`config.mk`:
```
export PLATFORM = sky130hd
export DESIGN_NAME = pic_cmd_port
export DESIGN_NICKNAME = d
export VERILOG_FILES = /design/src/rtl/pic_cmd_pkg.sv /design/src/rtl/pic_init_seq.sv /design/src/rtl/pic_opcmd.sv /design/src/rtl/pic_rdpoll.sv /design/src/rtl/pic_cmd_port.sv
export SDC_FILE = /design/constraint.sdc
export NUM_CORES = 1
export LEC_CHECK = 0
export CELL_PAD_IN_SITES_DETAIL_PLACEMENT = 1
export CELL_PAD_IN_SITES_GLOBAL_PLACEMENT = 2
export CORE_MARGIN = 3
export CORE_UTILIZATION = 38
export CTS_CLUSTER_SIZE = 14
export DETAILED_ROUTE_END_ITERATION = 6
export DONT_BUFFER_PORTS = 1
export PLACE_DENSITY = 0.78
export SETUP_SLACK_MARGIN = 0.02
export SLEW_MARGIN = 40
export SYNTH_ARGS = -nofsm -noshare
export SYNTH_HDL_FRONTEND = slang
export SYNTH_SLANG_ARGS = --single-unit
```
`constraint.sdc`:
```
create_clock -name clk -period 4.3 [get_ports clk]
set_input_delay 0 -clock clk [delete_from_list [all_inputs] [get_ports clk]]
set_output_delay 0 -clock clk [all_outputs]
set_load 0.01 [all_outputs]
```
`src/rtl/pic_cmd_pkg.sv`:
```
package pic_cmd_pkg;
  localparam int LINES = 8;
  localparam int LW    = $clog2(LINES);
  localparam int DW    = 8;
  localparam int VBW   = DW - LW;

  typedef enum logic [1:0] {
    SEQ_READY = 2'd0,
    SEQ_BASE  = 2'd1,
    SEQ_CASC  = 2'd2,
    SEQ_MODE  = 2'd3
  } seq_step_e;

  typedef enum logic [2:0] {
    OP_ROT_OFF  = 3'd0,
    OP_NS_EOI   = 3'd1,
    OP_NOP      = 3'd2,
    OP_SP_EOI   = 3'd3,
    OP_ROT_ON   = 3'd4,
    OP_NS_ROT   = 3'd5,
    OP_SET_BASE = 3'd6,
    OP_SP_ROT   = 3'd7
  } op_code_e;

  // Highest-priority set bit, scanning upward from base; MSB is the found flag.
  function automatic logic [LW:0] top_line(input logic [LINES-1:0] vec,
                                           input logic [LW-1:0] base);
    logic [LW:0] res;
    logic [LW-1:0] idx;
    res = '0;
    for (int k = LINES - 1; k >= 0; k--) begin
      idx = base + LW'(k);
      if (vec[idx]) res = {1'b1, idx};
    end
    return res;
  endfunction

  function automatic logic [LINES-1:0] line_bit(input logic [LW-1:0] l);
    return LINES'(1) << l;
  endfunction
endpackage

```
`src/rtl/pic_init_seq.sv`:
```
module pic_init_seq
  import pic_cmd_pkg::*;
(
  input  logic           clk,
  input  logic           rst_n,
  input  logic           init_hit,
  input  logic           port_hit,
  input  logic [DW-1:0]  wdata,
  output seq_step_e      step,
  output logic [LINES-1:0] mask,
  output logic [VBW-1:0] vec_base,
  output logic           single,
  output logic           need4,
  output logic           nested,
  output logic           aeoi
);
  seq_step_e after_base;

  always_comb begin
    if (single) after_base = need4 ? SEQ_MODE : SEQ_READY;
    else        after_base = SEQ_CASC;
  end

  always_ff @(posedge clk or negedge rst_n) begin
    if (!rst_n) begin
      step     <= SEQ_READY;
      mask     <= '0;
      vec_base <= '0;
      single   <= 1'b0;
      need4    <= 1'b0;
      nested   <= 1'b0;
      aeoi     <= 1'b0;
    end else if (init_hit) begin
      step     <= SEQ_BASE;
      mask     <= '0;
      vec_base <= '0;
      nested   <= 1'b0;
      aeoi     <= 1'b0;
      need4    <= wdata[0];
      single   <= wdata[1];
    end else if (port_hit) begin
      unique case (step)
        SEQ_READY: mask <= wdata[LINES-1:0];
        SEQ_BASE: begin
          vec_base <= wdata[DW-1:LW];
          step     <= after_base;
        end
        SEQ_CASC: step <= need4 ? SEQ_MODE : SEQ_READY;
        SEQ_MODE: begin
          nested <= wdata[4];
          aeoi   <= wdata[1];
          step   <= SEQ_READY;
        end
        default: step <= SEQ_READY;
      endcase
    end
  end
endmodule

```
`src/rtl/pic_opcmd.sv`:
```
module pic_opcmd
  import pic_cmd_pkg::*;
(
  input  logic             clk,
  input  logic             rst_n,
  input  logic             init_hit,
  input  logic             op_hit,
  input  logic [DW-1:0]    wdata,
  input  logic [LINES-1:0] isr_in,
  input  logic             poll_rot_req,
  input  logic [LW-1:0]    poll_rot_line,
  output logic [LW-1:0]    rot_base,
  output logic             rot_aeoi,
  output logic [LINES-1:0] isr_clr
);
  op_code_e    code;
  logic [LW:0] found;
  logic [LW-1:0] spec_line;

  assign code      = op_code_e'(wdata[DW-1:DW-3]);
  assign found     = top_line(isr_in, rot_base);
  assign spec_line = wdata[LW-1:0];

  always_ff @(posedge clk or negedge rst_n) begin
    if (!rst_n) begin
      rot_base <= '0;
      rot_aeoi <= 1'b0;
      isr_clr  <= '0;
    end else begin
      isr_clr <= '0;
      if (init_hit) begin
        rot_base <= '0;
        rot_aeoi <= 1'b0;
      end else if (op_hit) begin
        unique case (code)
          OP_ROT_OFF, OP_ROT_ON: rot_aeoi <= code[2];
          OP_NS_EOI, OP_NS_ROT: begin
            if (found[LW]) begin
              isr_clr <= line_bit(found[LW-1:0]);
              if (code == OP_NS_ROT) rot_base <= found[LW-1:0] + 1'b1;
            end
          end
          OP_SP_EOI:   isr_clr <= line_bit(spec_line);
          OP_SET_BASE: rot_base <= spec_line + 1'b1;
          OP_SP_ROT: begin
            isr_clr  <= line_bit(spec_line);
            rot_base <= spec_line + 1'b1;
          end
          default: ;
        endcase
      end else if (poll_rot_req) begin
        rot_base <= poll_rot_line + 1'b1;
      end
    end
  end
endmodule

```
`src/rtl/pic_rdpoll.sv`:
```
module pic_rdpoll
  import pic_cmd_pkg::*;
(
  input  logic             clk,
  input  logic             rst_n,
  input  logic             init_hit,
  input  logic             rp_hit,
  input  logic             rd_go,
  input  logic             addr,
  input  logic [DW-1:0]    wdata,
  input  logic [LINES-1:0] isr_in,
  input  logic [LINES-1:0] irr_in,
  input  logic [LINES-1:0] mask,
  input  logic [LW-1:0]    win_line,
  input  logic             win_valid,
  input  logic             aeoi,
  input  logic             rot_aeoi,
  output logic [DW-1:0]    rdata,
  output logic             ack_stb,
  output logic [LW-1:0]    ack_line,
  output logic [LINES-1:0] isr_set,
  output logic             smm,
  output logic             poll,
  output logic             poll_rot_req,
  output logic [LW-1:0]    poll_rot_line
);
  logic sel_isr;
  logic [DW-1:0] reg_view;

  assign poll_rot_req  = rd_go & poll & win_valid & aeoi & rot_aeoi;
  assign poll_rot_line = win_line;

  always_comb begin
    if (addr)         reg_view = DW'(mask);
    else if (sel_isr) reg_view = DW'(isr_in);
    else              reg_view = DW'(irr_in);
  end

  always_ff @(posedge clk or negedge rst_n) begin
    if (!rst_n) begin
      rdata    <= '0;
      ack_stb  <= 1'b0;
      ack_line <= '0;
      isr_set  <= '0;
      smm      <= 1'b0;
      poll     <= 1'b0;
      sel_isr  <= 1'b0;
    end else begin
      ack_stb <= 1'b0;
      isr_set <= '0;
      if (init_hit) begin
        poll    <= 1'b0;
        sel_isr <= 1'b0;
        smm     <= 1'b0;
      end else if (rp_hit) begin
        if (wdata[2]) poll    <= 1'b1;
        if (wdata[1]) sel_isr <= wdata[0];
        if (wdata[6]) smm     <= wdata[5];
      end else if (rd_go) begin
        if (poll) begin
          poll <= 1'b0;
          if (win_valid) begin
            rdata    <= {1'b1, {(DW-1-LW){1'b0}}, win_line};
            ack_stb  <= 1'b1;
            ack_line <= win_line;
            if (!aeoi) isr_set <= line_bit(win_line);
          end else begin
            rdata <= '0;
          end
        end else begin
          rdata <= reg_view;
        end
      end
    end
  end
endmodule

```
`src/rtl/pic_cmd_port.sv`:
```
module pic_cmd_port
  import pic_cmd_pkg::*;
(
  input  logic         clk,
  input  logic         rst_n,
  input  logic         addr,
  input  logic         wr_en,
  input  logic         rd_en,
  input  logic [7:0]   wdata,
  input  logic [7:0]   isr_in,
  input  logic [7:0]   irr_in,
  input  logic [2:0]   win_line,
  input  logic         win_valid,
  output logic [7:0]   rdata,
  output logic [7:0]   mask_reg,
  output logic [4:0]   vec_base,
  output logic         single_mode,
  output logic         need_word4,
  output logic         fully_nested,
  output logic         auto_eoi,
  output logic         rot_on_aeoi,
  output logic         special_mask,
  output logic [2:0]   rot_base,
  output logic [7:0]   isr_clr,
  output logic [7:0]   isr_set,
  output logic         ack_stb,
  output logic [2:0]   ack_line,
  output logic         init_clr
);
  logic      cmd_wr, init_hit, rp_hit, op_hit, port_hit, rd_go;
  logic      poll_rot_req, poll_armed;
  logic [LW-1:0] poll_rot_line;
  seq_step_e seq_step;

  assign cmd_wr   = wr_en & ~addr;
  assign init_hit = cmd_wr & wdata[4];
  assign rp_hit   = cmd_wr & ~wdata[4] & wdata[3];
  assign op_hit   = cmd_wr & ~wdata[4] & ~wdata[3];
  assign port_hit = wr_en & addr;
  assign rd_go    = rd_en & ~wr_en;

  always_ff @(posedge clk or negedge rst_n) begin
    if (!rst_n) init_clr <= 1'b0;
    else        init_clr <= init_hit;
  end

  pic_init_seq u_seq (
    .clk(clk), .rst_n(rst_n), .init_hit(init_hit), .port_hit(port_hit),
    .wdata(wdata), .step(seq_step), .mask(mask_reg), .vec_base(vec_base),
    .single(single_mode), .need4(need_word4), .nested(fully_nested),
    .aeoi(auto_eoi)
  );

  pic_opcmd u_op (
    .clk(clk), .rst_n(rst_n), .init_hit(init_hit), .op_hit(op_hit),
    .wdata(wdata), .isr_in(isr_in), .poll_rot_req(poll_rot_req),
    .poll_rot_line(poll_rot_line), .rot_base(rot_base),
    .rot_aeoi(rot_on_aeoi), .isr_clr(isr_clr)
  );

  pic_rdpoll u_rd (
    .clk(clk), .rst_n(rst_n), .init_hit(init_hit), .rp_hit(rp_hit),
    .rd_go(rd_go), .addr(addr), .wdata(wdata), .isr_in(isr_in),
    .irr_in(irr_in), .mask(mask_reg), .win_line(win_line),
    .win_valid(win_valid), .aeoi(auto_eoi), .rot_aeoi(rot_on_aeoi),
    .rdata(rdata), .ack_stb(ack_stb), .ack_line(ack_line),
    .isr_set(isr_set), .smm(special_mask), .poll(poll_armed),
    .poll_rot_req(poll_rot_req), .poll_rot_line(poll_rot_line)
  );
endmodule

```
* Word-level counts from Yosys, hierarchy flattened *
Index checks and enable logic that the tools add are counted.

word-level totals
  bits in registers = 55
  input bits = 33
  output and inout bits = 51
  word-level logic and storage cells = 177

operators by class
  $add $sub $neg = 10
  magnitude comparators = 8
  equal/unequal tests = 13
  shifts and indexed selects = 3
  mux-type cells = 79
  bitwise operators = 17
  reduce and logical (&&, ||, !) cells = 29

operators with widths
  operator                                                number
  two-way mux 8 bit                                       16
  < comparator 3 x 4 -> 1 bit (second input constant)     8
  two-way mux 1 bit                                       32
  two-way mux 4 bit                                       8
  binary-select mux 1 bit (select 3 bit)                  8
  left shift 1 x 3 -> 8 bit (first input constant)        3
  nonzero test 2 bit                                      9
  case mux 8 bit (2 select lines)                         1
  AND reduction 2 bit                                     8
  two-way mux 3 bit                                       5
  two-way mux 5 bit                                       3
  adder 3 x 1 -> 3 bit (second input constant)            4
  adder 3 bit (second input constant)                     4
  equality test 3 bit (second input constant)             4
  inequality test 4 x 3 -> 1 bit (second input constant)  3
  AND 1 bit                                               11
  two-way mux 2 bit                                       4
  OR reduction 2 bit                                      4
  adder 3 x 2 -> 3 bit (second input constant)            2
  inverter 1 bit                                          6
  case mux 2 bit (3 select lines)                         1
  case mux 3 bit (2 select lines)                         1
  nonzero test 3 bit                                      2
  AND reduction 5 bit                                     1
  10 further kinds                                        11

* Logic depth before layout (Yosys ltp) *
Gate-level depths: netlist of the first run.

  depth after elaboration = 17
  gate-level depth with buffers = 16
  gate-level depth less buffers = 13

* By module *
A second synthesis of the first run with hierarchy kept.

second synthesis, totals
  cell total of the unflattened synthesis = 393
  area total of the unflattened synthesis = 3,772.4 um^2

by module, submodules not included
  module        instances  cells an instance  area each (um^2)  seq. area each (um^2)
  pic_opcmd     1          201                1,721.7           300.3
  pic_rdpoll    1          109                1,159.9           575.6
  pic_init_seq  1          77                 817.0             475.5
  pic_cmd_port  1          6                  73.8              25.0

* Worst setup path before layout of the first run *
OpenSTA, ideal clock, no wires.

  path kind = register to register
  start point = register u_op.rot_base[1]
  end point = register u_op.rot_base[2]
  library setup time = 87 ps
  arrival = 3,686 ps
  data required time = 4,213 ps
  slack = 528 ps
  stages on the path, launching flop included = 15
  path buffers = 2
  period minus slack after synthesis = 3,772 ps
  path through = dfrtp_1 clkbuf_1 inv_1 clkbuf_1 ha_1 xnor2_1 mux4_2 nor2b_1 a21oi_1 o22a_1 a21o_1 nand2_1 ha_1 or3_1 o211ai_1

on the way
  cells in the longest elaborated chain, start to end = 17

ends and longest elaborated chain
  item                                     line               source
  start: declaration                       pic_opcmd.sv:12    output logic [LW-1:0] rot_base,
  start signal: assignment                 pic_opcmd.sv:40    if (code == OP_NS_ROT) rot_base <= found[LW-1:0] + 1'b1;
  start signal: assignment                 pic_opcmd.sv:44    OP_SET_BASE: rot_base <= spec_line + 1'b1;
  start signal: assignment                 pic_opcmd.sv:47    rot_base <= spec_line + 1'b1;
  adder 3 bit                              pic_cmd_pkg.sv:32  idx = base + LW'(k);
  binary-select mux 1 bit (select 3 bit)   pic_cmd_pkg.sv:33  if (vec[idx]) res = {1'b1, idx};
  two-way mux 1 bit (implied by the code)  pic_cmd_pkg.sv:33
  two-way mux 4 bit (7 in a row)           pic_cmd_pkg.sv:33
  two-way mux 4 bit *                      pic_cmd_pkg.sv:33
  adder 3 x 1 -> 3 bit                     pic_opcmd.sv:40
  two-way mux 3 bit                        pic_opcmd.sv:40
  two-way mux 3 bit                        pic_opcmd.sv:38    if (found[LW]) begin
  case mux 3 bit (2 select lines)          pic_opcmd.sv:35    unique case (code)
  two-way mux 3 bit                        pic_opcmd.sv:34    end else if (op_hit) begin
  two-way mux 3 bit                        pic_opcmd.sv:31    if (init_hit) begin

Mark *: on every way between the ends. The rest lies on a longest branch, timed or not. The select of a mux whose other input is x is not followed.
A chain may end at the register's enable or synchronous reset.

* Final worst setup path of the first run *
Ends and elaborated chain as after synthesis.

==> qor.csv, run 1 <==
stage;metric;value;unit
outcome;status;completed;
min_path;Hold Crit Class;primary input to register;
global_route;gr usage total;0.211;
yosys;FF+latch count, synth;55;
final_layout;fin nets;447;
global_route;met3 usage;0.0426;
clock_network;Sink Count;55;
power;Seq pwr share;0.407;
yosys;post-synthesis sequential area ratio;0.373;
floorplan;IO Pins;84;
yosys;count of flip-flops with a built-in enable after synthesis;0;
yosys;area of the mapped netlist;0.00369;mm²
flow_run;max_cap viols;0;
sta;Worst Tran Pin Value;738;ps
sta;Slew Limit Fails;0;
placed_design;HPWL after DPL;8080;µm
routing;Vias/cell;6.03;
routing;total length of routed wires;11500;µm
floorplan;initial cell density of the core;0.396;
global_route;initial antenna violation count;0;
sta;Setup TNS;0;ps
sta;Slew headroom;0.508;
global_route;GRT overflow;0;
power;clock power share;0.162;
yosys;asr flop ratio synth;1.00;
global_route;met1 Track Usage GR;0.289;
yosys;ys flop type;dfrtp_1;
routing;wire per inst;21.2;µm
routing;total number of vias;3262;
sta;fin crit share;0.850;
placed_design;RePlAce Congestion;0.862;
clock_network;TritonCTS clock tree;built;
worst_setup_path;WS Path Type;register to register;
clock_network;CTS buffer count;5;
sta;final setup fails;0;
yosys;yosys warns;0;
routing;drt first pass iters;4;
worst_setup_path;critical path fanouts, max;13;
global_route;first-pass GRT wire length;18800;µm
routing;Residual DRC;0;
final_layout;proportion of layout cells with a drive suffix above 1;0.109;
yosys;share of the synthesized area in the top cell type;0.373;
yosys;top post-synthesis cells by area;dfrtp_1 37%, mux4_2 7.9%, nand2_1 7.9%;
clock_network;Reg clk slew, reported paths;110;ps
yosys;Mapped Nets;444;
power;peak supply drop;0.217;mV
final_layout;area grow syn2layout;10.8;%
floorplan;die width;105;µm
floorplan;number of cell rows;35;
yosys;syn_area_per_cell;9.05;µm²
yosys;Gate Count Post-Synth;408;
global_route;met2 usage;0.341;
global_route;largest net degree at the start of global routing;56;
power;Internal;1.11;mW
worst_setup_path;worst reg-to-reg setup slack;640;ps
sta;RSZ-0062 raised after global routing;false;
power;Power Total;1.93;mW
power;Power Density;471;mW/mm²
clock_network;root buf cell;clkbuf_8;
placed_design;IO buf count;0;
final_layout;diode count;0;
clock_network;Clock Path Buffers;2;
floorplan;die area;0.0109;mm²
floorplan;core area;0.00933;mm²
routing;1st-iter DRT viols;135;
yosys;Synth area leader;dfrtp_1;
worst_setup_path;CP Capture Type;register;
clock_network;Worst-Skew Late Latency;320;ps
power;Sw Pwr;820;µW
final_layout;filler instances;1090;
worst_setup_path;CP Data Arrival Time;3890;ps
power;sw frac;0.425;
global_route;vias in the first global route;3399;
final_layout;most frequent cells in the layout;78 x nand2_1, 55 x dfrtp_1, 35 x o21ai_0, 24 x nor2_1, 22 x dlygate4sd3_1;
worst_setup_path;Critical Path RT;4530;ps
floorplan;chip height;105;µm
worst_setup_path;startpoint types;register;
sta;achievable frequency;0.273;GHz
clock_network;Setup Buffers After CTS;0;
clock_network;CTS H-Tree Depth;2;
sta;Final min period;3660;ps
sta;clock skew;11.6;ps
routing;antenna-violating nets left;0;
power;Comb pwr share;0.431;
yosys;Distinct cells, synth;65;
sta;Hold Vio Cnt, Final;0;
global_route;Most Used Layer, Global Route;met2;
power;Pleak;1.72;nW
final_layout;commonest non-fill, non-tap cell in the layout;nand2_1;
-- cell type report --
cell class                      instances  area (µm²)  share of cell area
Tap cell                              129         161              0.0395
Clock buffer                            5        68.8              0.0168
Sequential cell                        55        1380               0.336
Clock inverter                          3        27.5             0.00673
Timing Repair Buffer                   26         270              0.0661
Inverter                                9        33.8             0.00826
Multi-Input combinational cell        314        2150               0.526
-- Yosys cell counts, types with 3 or more instances --
| cell | number |
|---|---|
| a211oi_1 | 3 |
| a21boi_0 | 4 |
| a21oi_1 | 19 |
| a221oi_1 | 3 |
| a31oi_1 | 10 |
| a41oi_1 | 3 |
| buf_2 | 4 |
| clkbuf_1 | 23 |
| dfrtp_1 | 55 |
| ha_1 | 3 |
| inv_1 | 8 |
| mux2_2 | 8 |
| mux2i_1 | 19 |
| mux4_2 | 13 |
| nand2_1 | 78 |
| nand2b_1 | 8 |
| nand3_1 | 6 |
| nand3b_1 | 6 |
| nand4_1 | 3 |
| nor2_1 | 24 |
| nor2b_1 | 6 |
| nor3_1 | 5 |
| o211ai_1 | 3 |
| o21ai_0 | 35 |
| o221ai_1 | 3 |
| o22ai_1 | 3 |
| or3_1 | 5 |
-- per-stage QoR --
| step | instances | setup WS [ps] | area (µm²) | hold slack [ps] | util |
|---|---|---|---|---|---|
| floorplan | 408 | 528 | 3690 | -296 | - |
| global placement | 510 | 769 | 3740 | -294 | 0.401 |
| detailed placement | 510 | 668 | 3740 | -295 | 0.401 |
| CTS | 541 | 619 | 4090 | 2.96 | 0.438 |
| global route | 541 | 374 | 4090 | 29.4 | 0.438 |
| finish | 541 | 643 | 4090 | 11.0 | 0.438 |
-- critical path, stage by stage, from the launching register on --
cell      delay, ps
dfrtp_1         400
buf_4           210
ha_1            310
xnor2_2         360
mux4_2          610
nor2b_1         210
a21boi_0        260
o22a_1          300
a21o_1          150
nand2_1          50
ha_1            190
or3_1           360
o211ai_1        150
-- power by group through the flow --
stage	logic, mW	clock network [mW]	registers [mW]
global route	0.918	0.346	0.802
finish	0.831	0.311	0.784
detailed placement	0.769	0	0.798
global placement	0.748	0	0.793
floorplan	0.678	0	0.717
CTS	0.826	0.323	0.788
-- layer usage --
layer,part of all wire,routed length [µm],up-vias
li1,-,-,1506
met1,0.45,5160,1623
met5,0,0,-
met4,0.025,284,0
met2,0.47,5340,109
met3,0.059,670,24
-- worst paths after layout --
| check | start | end | depth (start not counted) |
|---|---|---|---|
| setup / recovery | u_op.rot_base[1] | u_op.rot_base[2] | 12 |
| hold / removal | addr | u_rd.rdata[2] | 4 |
| setup reg to reg | u_op.rot_base[1] | u_op.rot_base[2] | 12 |
| hold reg to reg | u_rd.ack_line[1] | u_rd.ack_line[1] | 2 |
| max in group asynchronous | rst_n | u_seq.single | 2 |
| min in group asynchronous | rst_n | u_rd.isr_set[3] | 2 |
-- repair_timing --
action                    in CTS  in global routing
hold endpoints to repair     107                  0
gates resized for setup        0                  0
hold buffers                  23                  0
-- cells by family after synthesis --
group / synth area share
AND/OR/NAND/NOR: 0.191
buffers and inverters: 0.0454
XOR/XNOR: 0.00678
AO/OA/AOI/OAI: 0.215
adder cells (fa/ha/maj): 0.0102
multiplexers: 0.159
flip-flops: 0.373
Note: power is estimated with default switching activity, not from simulation.
==> inputs of run 2 (changes only) <==
--- a/config.mk
+++ b/config.mk
@@ -5,10 +5,10 @@
 export SDC_FILE = /design/constraint.sdc
 export NUM_CORES = 1
 export LEC_CHECK = 0
+export ABC_AREA = 1
 export CELL_PAD_IN_SITES_DETAIL_PLACEMENT = 1
 export CELL_PAD_IN_SITES_GLOBAL_PLACEMENT = 2
-export CORE_MARGIN = 3
-export CORE_UTILIZATION = 38
+export CORE_UTILIZATION = 35
 export CTS_CLUSTER_SIZE = 14
 export DETAILED_ROUTE_END_ITERATION = 6
 export DONT_BUFFER_PORTS = 1
==> run 2 against run 1 <==
  * The flow now finishes with violations (DRC)
  * Cell count grew 5.5%
  * Synthesized area shrank 12%
  * Clock skew shrank 2.9 ps
  * Worst hold slack lost 0.64 ps
  * Routed wire length shrank 13%
  * Sequential power shrank 5.2%
  * Sequential cell count is the same
  * Largest power group unchanged
  * Final area shrank 7.5%
==> qor.csv, run 2 <==
stage;metric;value;unit
final_layout;diode count;0;
yosys;Mapped Nets;469;
placed_design;HPWL after DPL;7290;µm
final_layout;filler instances;1106;
worst_setup_path;critical path fanouts, max;10;
worst_setup_path;WS Path Type;register to register;
worst_setup_path;Crit path buffers/inverters;4;
power;Power Total;1.87;mW
yosys;Post-Synth Simple-Gate Area;0.347;
clock_network;Reg clk slew, reported paths;100;ps
clock_network;CTS H-Tree Depth;2;
worst_setup_path;Worst R2R Path Depth;14;
clock_network;CTS buffer count;5;
clock_network;Worst-Skew Late Latency;320;ps
worst_setup_path;worst reg-to-reg setup slack;1010;ps
worst_setup_path;reg2reg start;u_op.rot_base[1];
global_route;first-pass GRT wire length;16500;µm
min_path;hold path endpoint;u_rd.rdata[7];
clock_network;TritonCTS clock tree;built;
worst_setup_path;Critical Path Source;u_op.rot_base[1];
yosys;FF+latch count, synth;55;
worst_setup_path;startpoint types;register;
sta;Final min period;3290;ps
power;peak supply drop;0.163;mV
final_layout;most frequent cells in the layout;139 x nand2_1, 55 x dfrtp_1, 41 x nand3_1, 35 x inv_1, 31 x o21ai_0;
min_path;hold path startpoint;irr_in[7];
yosys;area of the mapped netlist;0.00326;mm²
worst_setup_path;Critical Path RT;4510;ps
yosys;top post-synthesis cells by area;dfrtp_1 42%, nand2_1 16%, nand3_1 6.3%;
min_path;Hold Crit Class;primary input to register;
clock_network;Setup Buffers After CTS;0;
yosys;mux contribution to synthesized area;0;
floorplan;initial cell density of the core;0.368;
routing;Residual DRC;9;
routing;drt first pass iters;7;
floorplan;die width;98.5;µm
yosys;post-synthesis sequential area ratio;0.423;
yosys;Distinct cells, synth;35;
final_layout;Sequential Area;0.00138;mm²
final_layout;area grow syn2layout;16.1;%
routing;total number of vias;2995;
routing;wire per inst;17.4;µm
final_layout;proportion of layout cells with a drive suffix above 1;0.134;
worst_setup_path;Slowest cell on crit path;dfrtp_1;
global_route;initial antenna violation count;0;
sta;final setup fails;0;
final_layout;fin nets;498;
clock_network;root buf cell;clkbuf_8;
sta;Setup TNS;0;ps
routing;1st-iter DRT viols;128;
global_route;gr usage total;0.217;
worst_setup_path;CP Capture Type;register;
floorplan;number of cell rows;34;
worst_setup_path;FF-to-FF End;u_op.isr_clr[2];
sta;RSZ-0062 raised after global routing;false;
yosys;ys flop type;dfrtp_1;
sta;clock skew;8.70;ps
clock_network;Sink Count;55;
global_route;largest net degree at the start of global routing;56;
min_path;Hold Crit Depth;4;
worst_setup_path;Worst path max stage delay;690;ps
yosys;Compound-Gate Fraction of Synth Area;0.135;
sta;Worst Tran Pin Value;786;ps
global_route;vias in the first global route;3218;
routing;antenna-violating nets left;0;
power;Pleak;1.85;nW
final_layout;area occupied by multi-input gates;0.00166;mm²
yosys;asr flop ratio synth;1.00;
yosys;share of the synthesized area in the top cell type;0.423;
yosys;XOR/XNOR Fraction of Synth Area;0.0138;
sta;Slew Limit Fails;0;
power;Power Density;496;mW/mm²
routing;Vias/cell;5.25;
yosys;yosys warns;0;
yosys;most frequent cell after synthesis;nand2_1;
final_layout;commonest non-fill, non-tap cell in the layout;nand2_1;
clock_network;Clock Path Buffers;2;
yosys;count of flip-flops with a built-in enable after synthesis;0;
outcome;status;finished with violations;
floorplan;chip height;98.5;µm
flow_run;max_cap viols;0;
yosys;Synth area leader;dfrtp_1;
yosys;commonest cells in the netlist;139 x nand2_1, 55 x dfrtp_1, 41 x nand3_1;
floorplan;core area;0.00885;mm²
worst_setup_path;Critical Path, Cell by Cell;inv_4 -> ha_1 -> inv_2 -> nand3_1 -> nand3_1 -> nand2_1 -> inv_1 -> nand4_1 -> nor2_2 -> nor2_2 -> a21boi_2 -> nand2_1 -> a21oi_2 -> dlygate4sd3_1;
sta;achievable frequency;0.304;GHz
placed_design;IO buf count;0;
global_route;GRT overflow;0;
worst_setup_path;CP delay by family, top;buffers and inverters;
yosys;adder-cell area share of the yosys netlist;0.0115;
sta;fin crit share;0.765;
yosys;main combinational cell family by area after synthesis;simple AND/OR/NAND/NOR gates;
yosys;syn_area_per_cell;7.52;µm²
routing;total length of routed wires;9920;µm
sta;Hold Vio Cnt, Final;0;
floorplan;die area;0.00970;mm²
yosys;Gate Count Post-Synth;433;
sta;Slew headroom;0.472;
outcome;failing checks;DRC;
placed_design;RePlAce Congestion;0.836;
floorplan;IO Pins;84;
worst_setup_path;CP Data Arrival Time;3500;ps
==> run 2: cell count changes in the layout (fill, tap and decap cells not counted), moves of 13 or more <==
cell / change
inv_1: +27
nand3_1: +35
nand3_2: +14
nand2_1: +61
mux2i_1: -19
mux4_2: -13
==> run 2: what timing repair did <==
action | in CTS | in global routing
hold endpoints to repair | 100 | 0
setup endpoints to repair | 0 | 0
gates resized for setup | 0 | 0
hold buffers | 30 | 0
==> run 2: worst max-delay path by stage <==
| stage | endpoint | cells after the start |
|---|---|---|
| final | u_op.isr_clr[2] | 14 |
| after global routing | u_op.isr_clr[2] | 14 |
| after CTS | u_op.isr_clr[2] | 14 |
| after detailed placement | u_op.rot_base[2] | 21 |
| after global placement | u_op.rot_base[2] | 20 |
| after floorplan | u_op.rot_base[2] | 22 |
==> run 2: worst min-delay path, cell delays in order <==
cell,delay [ps]
nand2_1,60
nand3_1,70
o211ai_1,80
o21ai_0,70
==> run 2: routing by layer <==
layer  vias up  wire length (µm)  part of all wire  global-route usage
met5         -                 0                 0                   0
met4         0               156             0.016              0.0654
met3        11               723             0.073              0.0539
met2        88              4390              0.44               0.341
met1      1422              4650              0.47               0.297
li1       1474                 -                 -                   -
==> run 2: cells by family (layout without fill, tap and decap cells) <==
logic type      Yosys count  count (layout)
buf+inv                  54              84
fa+ha+maj                 3               3
simple gates            243             243
compound gates           75              75
flops                    55              55
xor+xnor                  3               3
==> run 2: stage by stage <==
step / hold slack, ps / cell area (µm²) / std cells / utilization / worst slack [ps]
after floorplan: -296 / 3260 / 433 / - / 1730
after global placement: -294 / 3340 / 533 / 0.378 / 1360
after detailed placement: -294 / 3350 / 533 / 0.378 / 1180
after CTS: 2.81 / 3780 / 571 / 0.427 / 1010
after global routing: 41.8 / 3780 / 571 / 0.427 / 731
final: 10.4 / 3780 / 571 / 0.427 / 1010
==> run 2: power by group <==
group	internal [mW]	total, mW	switching (mW)
logic	0.266	0.767	0.501
clock network	0.189	0.364	0.175
registers	0.602	0.743	0.141
==> run 2: final cells by class <==
cell class	instances	area share
Clock inverter	2	0.00926
Clock buffer	6	0.0218
Timing Repair Buffer	31	0.0860
Sequential cell	55	0.364
Inverter	45	0.0453
Multi-Input combinational cell	324	0.438
Tap cell	108	0.0357
